===== src/rtl/pjit_pkg.sv =====
package pjit_pkg;
  typedef enum logic {SWEEP_UP = 1'b0, SWEEP_DN = 1'b1} sweep_dir_t;
endpackage


===== src/rtl/pjit_sweep.sv =====
module pjit_sweep #(
  parameter int W      = 16,
  parameter int BASE_A = 3333,
  parameter int DEV_A  = 224,
  parameter int STEP_A = 4,
  parameter int BASE_B = 1739,
  parameter int DEV_B  = 120,
  parameter int STEP_B = 1
) (
  input  logic         clk,
  input  logic         rst_n,
  input  logic         sel,
  input  logic         adv,
  output logic [W-1:0] period_o
);
  import pjit_pkg::*;
  localparam logic [W-1:0]        BA = W'(BASE_A);
  localparam logic [W-1:0]        BB = W'(BASE_B);
  localparam logic signed [W:0]   DA = (W+1)'(DEV_A);
  localparam logic signed [W:0]   DB = (W+1)'(DEV_B);
  localparam logic signed [W:0]   SA = (W+1)'(STEP_A);
  localparam logic signed [W:0]   SB = (W+1)'(STEP_B);

  logic signed [W:0] off_q;
  logic signed [W:0] dev_v;
  logic signed [W:0] step_v;
  logic [W-1:0]      base_v;

  assign dev_v    = sel ? DB : DA;
  assign step_v   = sel ? SB : SA;
  assign base_v   = sel ? BB : BA;
  assign period_o = base_v + off_q[W-1:0];

  generate
    if (DEV_A == 0 && DEV_B == 0) begin : g_fixed
      assign off_q = '0;
    end else begin : g_tri
      sweep_dir_t dir_q;
      always_ff @(posedge clk) begin
        if (!rst_n) begin
          off_q <= '0;
          dir_q <= SWEEP_UP;
        end else if (adv) begin
          if (dir_q == SWEEP_UP) begin
            if (off_q >= dev_v) begin
              dir_q <= SWEEP_DN;
              off_q <= off_q - step_v;
            end else begin
              off_q <= off_q + step_v;
            end
          end else begin
            if (off_q <= -dev_v) begin
              dir_q <= SWEEP_UP;
              off_q <= off_q + step_v;
            end else begin
              off_q <= off_q - step_v;
            end
          end
        end
      end


      tri_step_chk: assert property (@(posedge clk) disable iff (!rst_n)
        adv |=> (off_q == $past(off_q) + $past(step_v)) ||
                (off_q == $past(off_q) - $past(step_v)));
    end
  endgenerate
endmodule


===== src/rtl/pjit_period.sv =====
module pjit_period #(
  parameter int W = 16
) (
  input  logic         clk,
  input  logic         rst_n,
  input  logic         en,
  input  logic [W-1:0] period_i,
  output logic         adv_o,
  output logic         start_o,
  output logic [W-1:0] per_q
);
  logic [W-1:0] cnt_q;

  assign adv_o = en && (cnt_q == '0);

  always_ff @(posedge clk) begin
    if (!rst_n) begin
      cnt_q   <= '0;
      start_o <= 1'b0;
      per_q   <= '0;
    end else if (!en) begin
      cnt_q   <= '0;
      start_o <= 1'b0;
    end else if (cnt_q == '0) begin
      cnt_q   <= period_i - W'(1);
      start_o <= 1'b1;
      per_q   <= period_i;
    end else begin
      cnt_q   <= cnt_q - W'(1);
      start_o <= 1'b0;
    end
  end


  strobe_single_chk: assert property (@(posedge clk) disable iff (!rst_n)
    start_o |=> !start_o);
endmodule


===== src/rtl/pjit_burst.sv =====
module pjit_burst (
  input  logic clk,
  input  logic rst_n,
  input  logic fb_low,
  input  logic fb_high,
  output logic burst_q
);
  always_ff @(posedge clk) begin
    if (!rst_n)       burst_q <= 1'b0;
    else if (fb_low)  burst_q <= 1'b1;
    else if (fb_high) burst_q <= 1'b0;
  end


  burst_enter_chk: assert property (@(posedge clk) disable iff (!rst_n)
    fb_low |=> burst_q);

  burst_hold_chk: assert property (@(posedge clk) disable iff (!rst_n)
    (!fb_low && !fb_high) |=> $stable(burst_q));
endmodule


===== src/rtl/pjit_ontime.sv =====
module pjit_ontime #(
  parameter int W         = 16,
  parameter int DUTY_Q8   = 205,
  parameter int BLANK_CYC = 60,
  parameter int MIN_ON_CYC = 96
) (
  input  logic         clk,
  input  logic         rst_n,
  input  logic         en,
  input  logic         start_i,
  input  logic         burst_i,
  input  logic [W-1:0] per_i,
  input  logic         trip_i,
  output logic         gate_q
);
  localparam int           LOCK   = (BLANK_CYC > MIN_ON_CYC) ? BLANK_CYC : MIN_ON_CYC;
  localparam logic [W-1:0] LOCK_V = W'(LOCK);

  logic [W+7:0] prod;
  logic [W-1:0] max_on;
  logic [W-1:0] on_q;
  logic         end_now;

  assign prod    = {8'b0, per_i} * (W+8)'(DUTY_Q8);
  assign max_on  = prod[W+7:8];
  assign end_now = (on_q >= max_on) || (trip_i && on_q >= LOCK_V);

  always_ff @(posedge clk) begin
    if (!rst_n) begin
      gate_q <= 1'b0;
      on_q   <= '0;
    end else if (!en) begin
      gate_q <= 1'b0;
      on_q   <= '0;
    end else if (start_i) begin
      gate_q <= !burst_i;
      on_q   <= W'(1);
    end else if (gate_q) begin
      if (end_now) gate_q <= 1'b0;
      else         on_q   <= on_q + W'(1);
    end
  end


  duty_cap_chk: assert property (@(posedge clk) disable iff (!rst_n)
    gate_q |-> (on_q <= max_on));

  blank_hold_chk: assert property (@(posedge clk) disable iff (!rst_n)
    (en && gate_q && !start_i && on_q < LOCK_V && on_q < max_on) |=> gate_q);
endmodule


===== src/rtl/pjit_pwm_timer.sv =====
module pjit_pwm_timer #(
  parameter int W          = 16,
  parameter int BASE_A     = 3333,
  parameter int DEV_A      = 224,
  parameter int STEP_A     = 4,
  parameter int BASE_B     = 1739,
  parameter int DEV_B      = 120,
  parameter int STEP_B     = 1,
  parameter int DUTY_Q8    = 205,
  parameter int BLANK_CYC  = 60,
  parameter int MIN_ON_CYC = 96
) (
  input  logic clk,
  input  logic rst_n,
  input  logic sw_en,
  input  logic freq_sel,
  input  logic cs_trip,
  input  logic fb_low,
  input  logic fb_high,
  output logic gate,
  output logic cyc_start,
  output logic burst_active
);
  logic [W-1:0] period_nxt;
  logic [W-1:0] per_cur;
  logic         adv;
  logic         burst_q;

  pjit_sweep #(
    .W(W), .BASE_A(BASE_A), .DEV_A(DEV_A), .STEP_A(STEP_A),
    .BASE_B(BASE_B), .DEV_B(DEV_B), .STEP_B(STEP_B)
  ) u_sweep (
    .clk(clk), .rst_n(rst_n), .sel(freq_sel), .adv(adv), .period_o(period_nxt)
  );

  pjit_period #(.W(W)) u_period (
    .clk(clk), .rst_n(rst_n), .en(sw_en), .period_i(period_nxt),
    .adv_o(adv), .start_o(cyc_start), .per_q(per_cur)
  );

  pjit_burst u_burst (
    .clk(clk), .rst_n(rst_n), .fb_low(fb_low), .fb_high(fb_high), .burst_q(burst_q)
  );

  pjit_ontime #(
    .W(W), .DUTY_Q8(DUTY_Q8), .BLANK_CYC(BLANK_CYC), .MIN_ON_CYC(MIN_ON_CYC)
  ) u_ontime (
    .clk(clk), .rst_n(rst_n), .en(sw_en), .start_i(adv), .burst_i(burst_q),
    .per_i(per_cur), .trip_i(cs_trip), .gate_q(gate)
  );

  assign burst_active = burst_q;


  gate_at_start_chk: assert property (@(posedge clk) disable iff (!rst_n)
    $rose(gate) |-> cyc_start);

  disable_quiet_chk: assert property (@(posedge clk) disable iff (!rst_n)
    !sw_en |=> (!gate && !cyc_start));
endmodule


===== config.mk =====
export PLATFORM = sky130hd
export DESIGN_NAME = pjit_pwm_timer
export DESIGN_NICKNAME = d
export VERILOG_FILES = /design/src/rtl/pjit_pkg.sv /design/src/rtl/pjit_sweep.sv /design/src/rtl/pjit_period.sv /design/src/rtl/pjit_burst.sv /design/src/rtl/pjit_ontime.sv /design/src/rtl/pjit_pwm_timer.sv
export SDC_FILE = /design/constraint.sdc
export NUM_CORES = 1
export LEC_CHECK = 0
export ABC_CLOCK_PERIOD_IN_PS = 7900
export BUFFER_PORTS_ARGS = -buffer_cell sky130_fd_sc_hd__buf_2
export CAP_MARGIN = 10
export CORE_ASPECT_RATIO = 1.25
export CORE_MARGIN = 2
export CORE_UTILIZATION = 50
export DETAILED_ROUTE_END_ITERATION = 7
export GPL_TIMING_DRIVEN = 0
export MAX_ROUTING_LAYER = met4
export PLACE_DENSITY = 0.66
export SLEW_MARGIN = 30
export SYNTH_ARGS = -nofsm -noshare
export SYNTH_HDL_FRONTEND = slang
export SYNTH_SLANG_ARGS = --single-unit

===== constraint.sdc =====
create_clock -name clk -period 7.9 [get_ports clk]
set_clock_uncertainty 0.1 [all_clocks]
set_input_delay 1.975 -clock clk [delete_from_list [all_inputs] [get_ports clk]]
set_output_delay 1.975 -clock clk [all_outputs]
set_load 0.02 [all_outputs]

==> flow_metrics.tcl <==
set metrics [dict create \
    cp_max_fo 10 \
    max-cap-violations 0 \
    final_hold_viol_count 0 \
    cts_tree "done" \
    status "finished clean" \
    hp-class "flop to flop" \
    numCtsBuffers 9 \
    period_share 0.892 \
    fin_nets 1023 \
    synth_most_common_cell "inv_1" \
    start_kind "flop" \
    p_leak_nw 3.79 \
    rsz0062_at_grt "no" \
    port_buffers 9 \
    yosysSeqAreaShare 0.194 \
    yosys.area.top_type_share 0.194 \
    synth_ff_type "dfxtp_1" \
    hold_path_end "u_period.cnt_q[0]" \
    holdPathStages 1 \
    worstMarginPinSlew_ns 0.703 \
    ys_top_cells_by_area "dfxtp_1 19%, ha_1 18%, fa_1 9.3%" \
    first_pass_iters 4 \
    drive_gt1_frac 0.0633 \
    grt_start_max_net_pins 14 \
    synth_cell_types 69 \
    routedWlPerCell_um 16.0 \
    dp_hpwl_mm 13.5 \
    grt_util_all_layers 0.242 \
    ant_nets 0 \
    cts_root_buf "clkbuf_16" \
    clk_latency_ns 0.35 \
    utilization 0.552 \
    avgSynthCellArea_um2 8.28 \
    num_vias 6020 \
    synth_fp_nets 1003 \
    grt_first_pass_wirelength_mm 28.9 \
    multiInputGateArea_um2 5220 \
    worstPathRequired_ns 8.05 \
    diodes 0 \
    die_area_um2 15200 \
    finalSetupViolations 0 \
    synth-edff-count 0 \
    first_global_vias 5967 \
    cts_sinks 69 \
    worst-r2r-setup-slack_ns 0.85 \
    rr_endpoint "u_ontime.on_q[5]" \
    core_region_area_um2 13900 \
    r2r_cells 23 \
    peakVddDrop_mv 0.374 \
    async_reset_ff_frac 0 \
    min_period_ns 7.05 \
    drt_iter0_markers 235 \
    antenna_found_initial 0 \
    drv_slew 0 \
    floorplan.initialDensity 0.512 \
    yosys-top-cells-count "105 x inv_1, 104 x ha_1, 82 x nor2_1, 69 x dfxtp_1, 56 x nand2_1" \
    nFillCells 1360 \
    via_per_inst 5.68 \
    cp.arrival_ns 7.20 \
    gp_congestion 0.891 \
    slew_headroom 0.531 \
    num_io_pins 10 \
    synth_cells 859 \
    h-tree-depth 3 \
    min_from "u_period.cnt_q[0]" \
    area_growth_pct 7.81 \
    post_cts_buffers 0 \
    regArea_um2 1380 \
    synth.largest_area_cell "dfxtp_1" \
    die_h_um 137 \
    ctsResizeCount 0 \
    holdBufCountCts 0 \
    rows 48 \
    fmax_mhz 142 \
    grt-ovfl-total 0 \
    crit_type "flop to flop" \
    totalWireLength_mm 16.9 \
    fp.dieW_um 111 \
    tns_ns 0 \
    rr_startpoint "u_period.per_q[5]" \
    clock_tree.buffer_depth 2 \
    fin_ws_ns 0.852 \
    yosysWarnings 0 \
    synth_area_um2 7110 \
    ys_seq_elements 69 \
    drc_errors 0 \
    path_clk_slew_ns 0.06 \
    fin_hold_ws_ns 0.386 \
    endpoint_kind "flop" \
    preCtsSetupSlack_ns 0.834 \
    powerDensity_nw_per_um2 419 \
]
registers in the layout (all words and copies together), names as in the netlist:
signal               flops
u_burst.burst_q          1
u_ontime.gate_q          1
u_ontime.on_q           16
u_period.cnt_q          16
u_period.per_q          16
u_period.start_o         1
u_sweep.g_tri.dir_q      1
u_sweep.off_q           17
metrics by stage:
step           instances  area (um^2)  power [mW]
2_1_floorplan        859         7110        2.29
3_3_place_gp        1043         7370        2.77
3_5_place_dp        1043         7370        2.81
4_1_cts             1059         7650        3.21
5_1_grt             1059         7660        3.56
6_report            1059         7660        3.21
critical path, cell delays in order, from the launching register on:
cell      delay [ns]
dfxtp_1         0.42
ha_1            0.31
ha_1            0.29
inv_1           0.05
fa_1            0.53
inv_1           0.06
fa_1            0.48
ha_1            0.32
and4_1          0.19
a221oi_1        0.61
o221ai_1        0.33
a22o_1          0.30
o41a_1          0.35
a21oi_1         0.23
xnor2_1         0.15
ha_1            0.26
nor2b_1         0.13
o21ai_0         0.13
nand4b_1        0.20
or2_2           0.34
a21oi_1         0.41
clkbuf_1        0.41
a21oi_1         0.12
a31o_2          0.23
cell usage in the layout (no fill, tap or decap), types with 5 or more instances in the layout:
master,n
inv_1,105
ha_1,104
nor2_1,82
dfxtp_1,69
nand2_1,56
a21oi_1,47
fa_1,33
xnor2_1,26
clkbuf_1,25
xor2_1,24
mux2i_1,24
nor3_1,20
nand4_1,18
or3_1,18
a21o_1,17
nand3_1,16
o21ai_0,16
nor4_1,15
a211oi_1,15
buf_2,11
and3_1,9
and2_1,9
clkbuf_16,9
or2_2,8
nor2b_1,8
nand2b_1,8
a31oi_1,5
or4_1,5
a31o_2,5
area by class of cell:
| class | count | share of cell area |
|---|---|---|
| multi-input cells | 654 | 0.681 |
| flip-flops and latches | 69 | 0.180 |
| inverters | 105 | 0.0514 |
| clock buffers | 10 | 0.0299 |
| well taps | 175 | 0.0286 |
| plain buffers | 31 | 0.0165 |
| clock inverters | 6 | 0.00653 |
| repair buffers | 9 | 0.00588 |
worst max-delay path by stage:
stage	start	cells past startpoint	endpoint	slack, ns
after global routing	u_period.per_q[5]	23	u_ontime.on_q[5]	0.31
after detailed placement	u_period.per_q[5]	23	u_ontime.on_q[5]	0.83
after CTS	u_period.per_q[5]	23	u_ontime.on_q[5]	0.81
final	u_period.per_q[5]	23	u_ontime.on_q[5]	0.85
after floorplan	u_period.per_q[7]	25	u_ontime.on_q[5]	1.64
after global placement	u_period.per_q[5]	23	u_ontime.on_q[11]	0.87
power by group:
group | internal, mW | switching, mW | total (mW)
registers | 0.426 | 0.0870 | 0.513
logic | 0.910 | 1.40 | 2.31
clock network | 0.215 | 0.172 | 0.387
total | 1.55 | 1.66 | 3.21
cell families (layout without fill, tap and decap cells):
group | count (synthesis) | in the layout | synth area share
AND/OR/NAND/NOR | 291 | 291 | 0.209
AO/OA/AOI/OAI | 151 | 151 | 0.150
adder cells (fa/ha/maj) | 137 | 137 | 0.276
buffers and inverters | 136 | 161 | 0.0732
flip-flops | 69 | 69 | 0.194
XOR/XNOR | 51 | 51 | 0.0639
multiplexers | 24 | 24 | 0.0338
per-layer routing:
| layer | GRT usage | share of wire | vias to the layer above | wire length [um] |
|---|---|---|---|---|
| met5 | - | 0 | - | 0 |
| met4 | 0.0882 | 0.023 | 0 | 390 |
| met3 | 0.0387 | 0.026 | 27 | 440 |
| met2 | 0.441 | 0.52 | 99 | 8720 |
| met1 | 0.270 | 0.44 | 2844 | 7360 |
| li1 | - | - | 3050 | - |
Power figures use the tool's default switching activity.
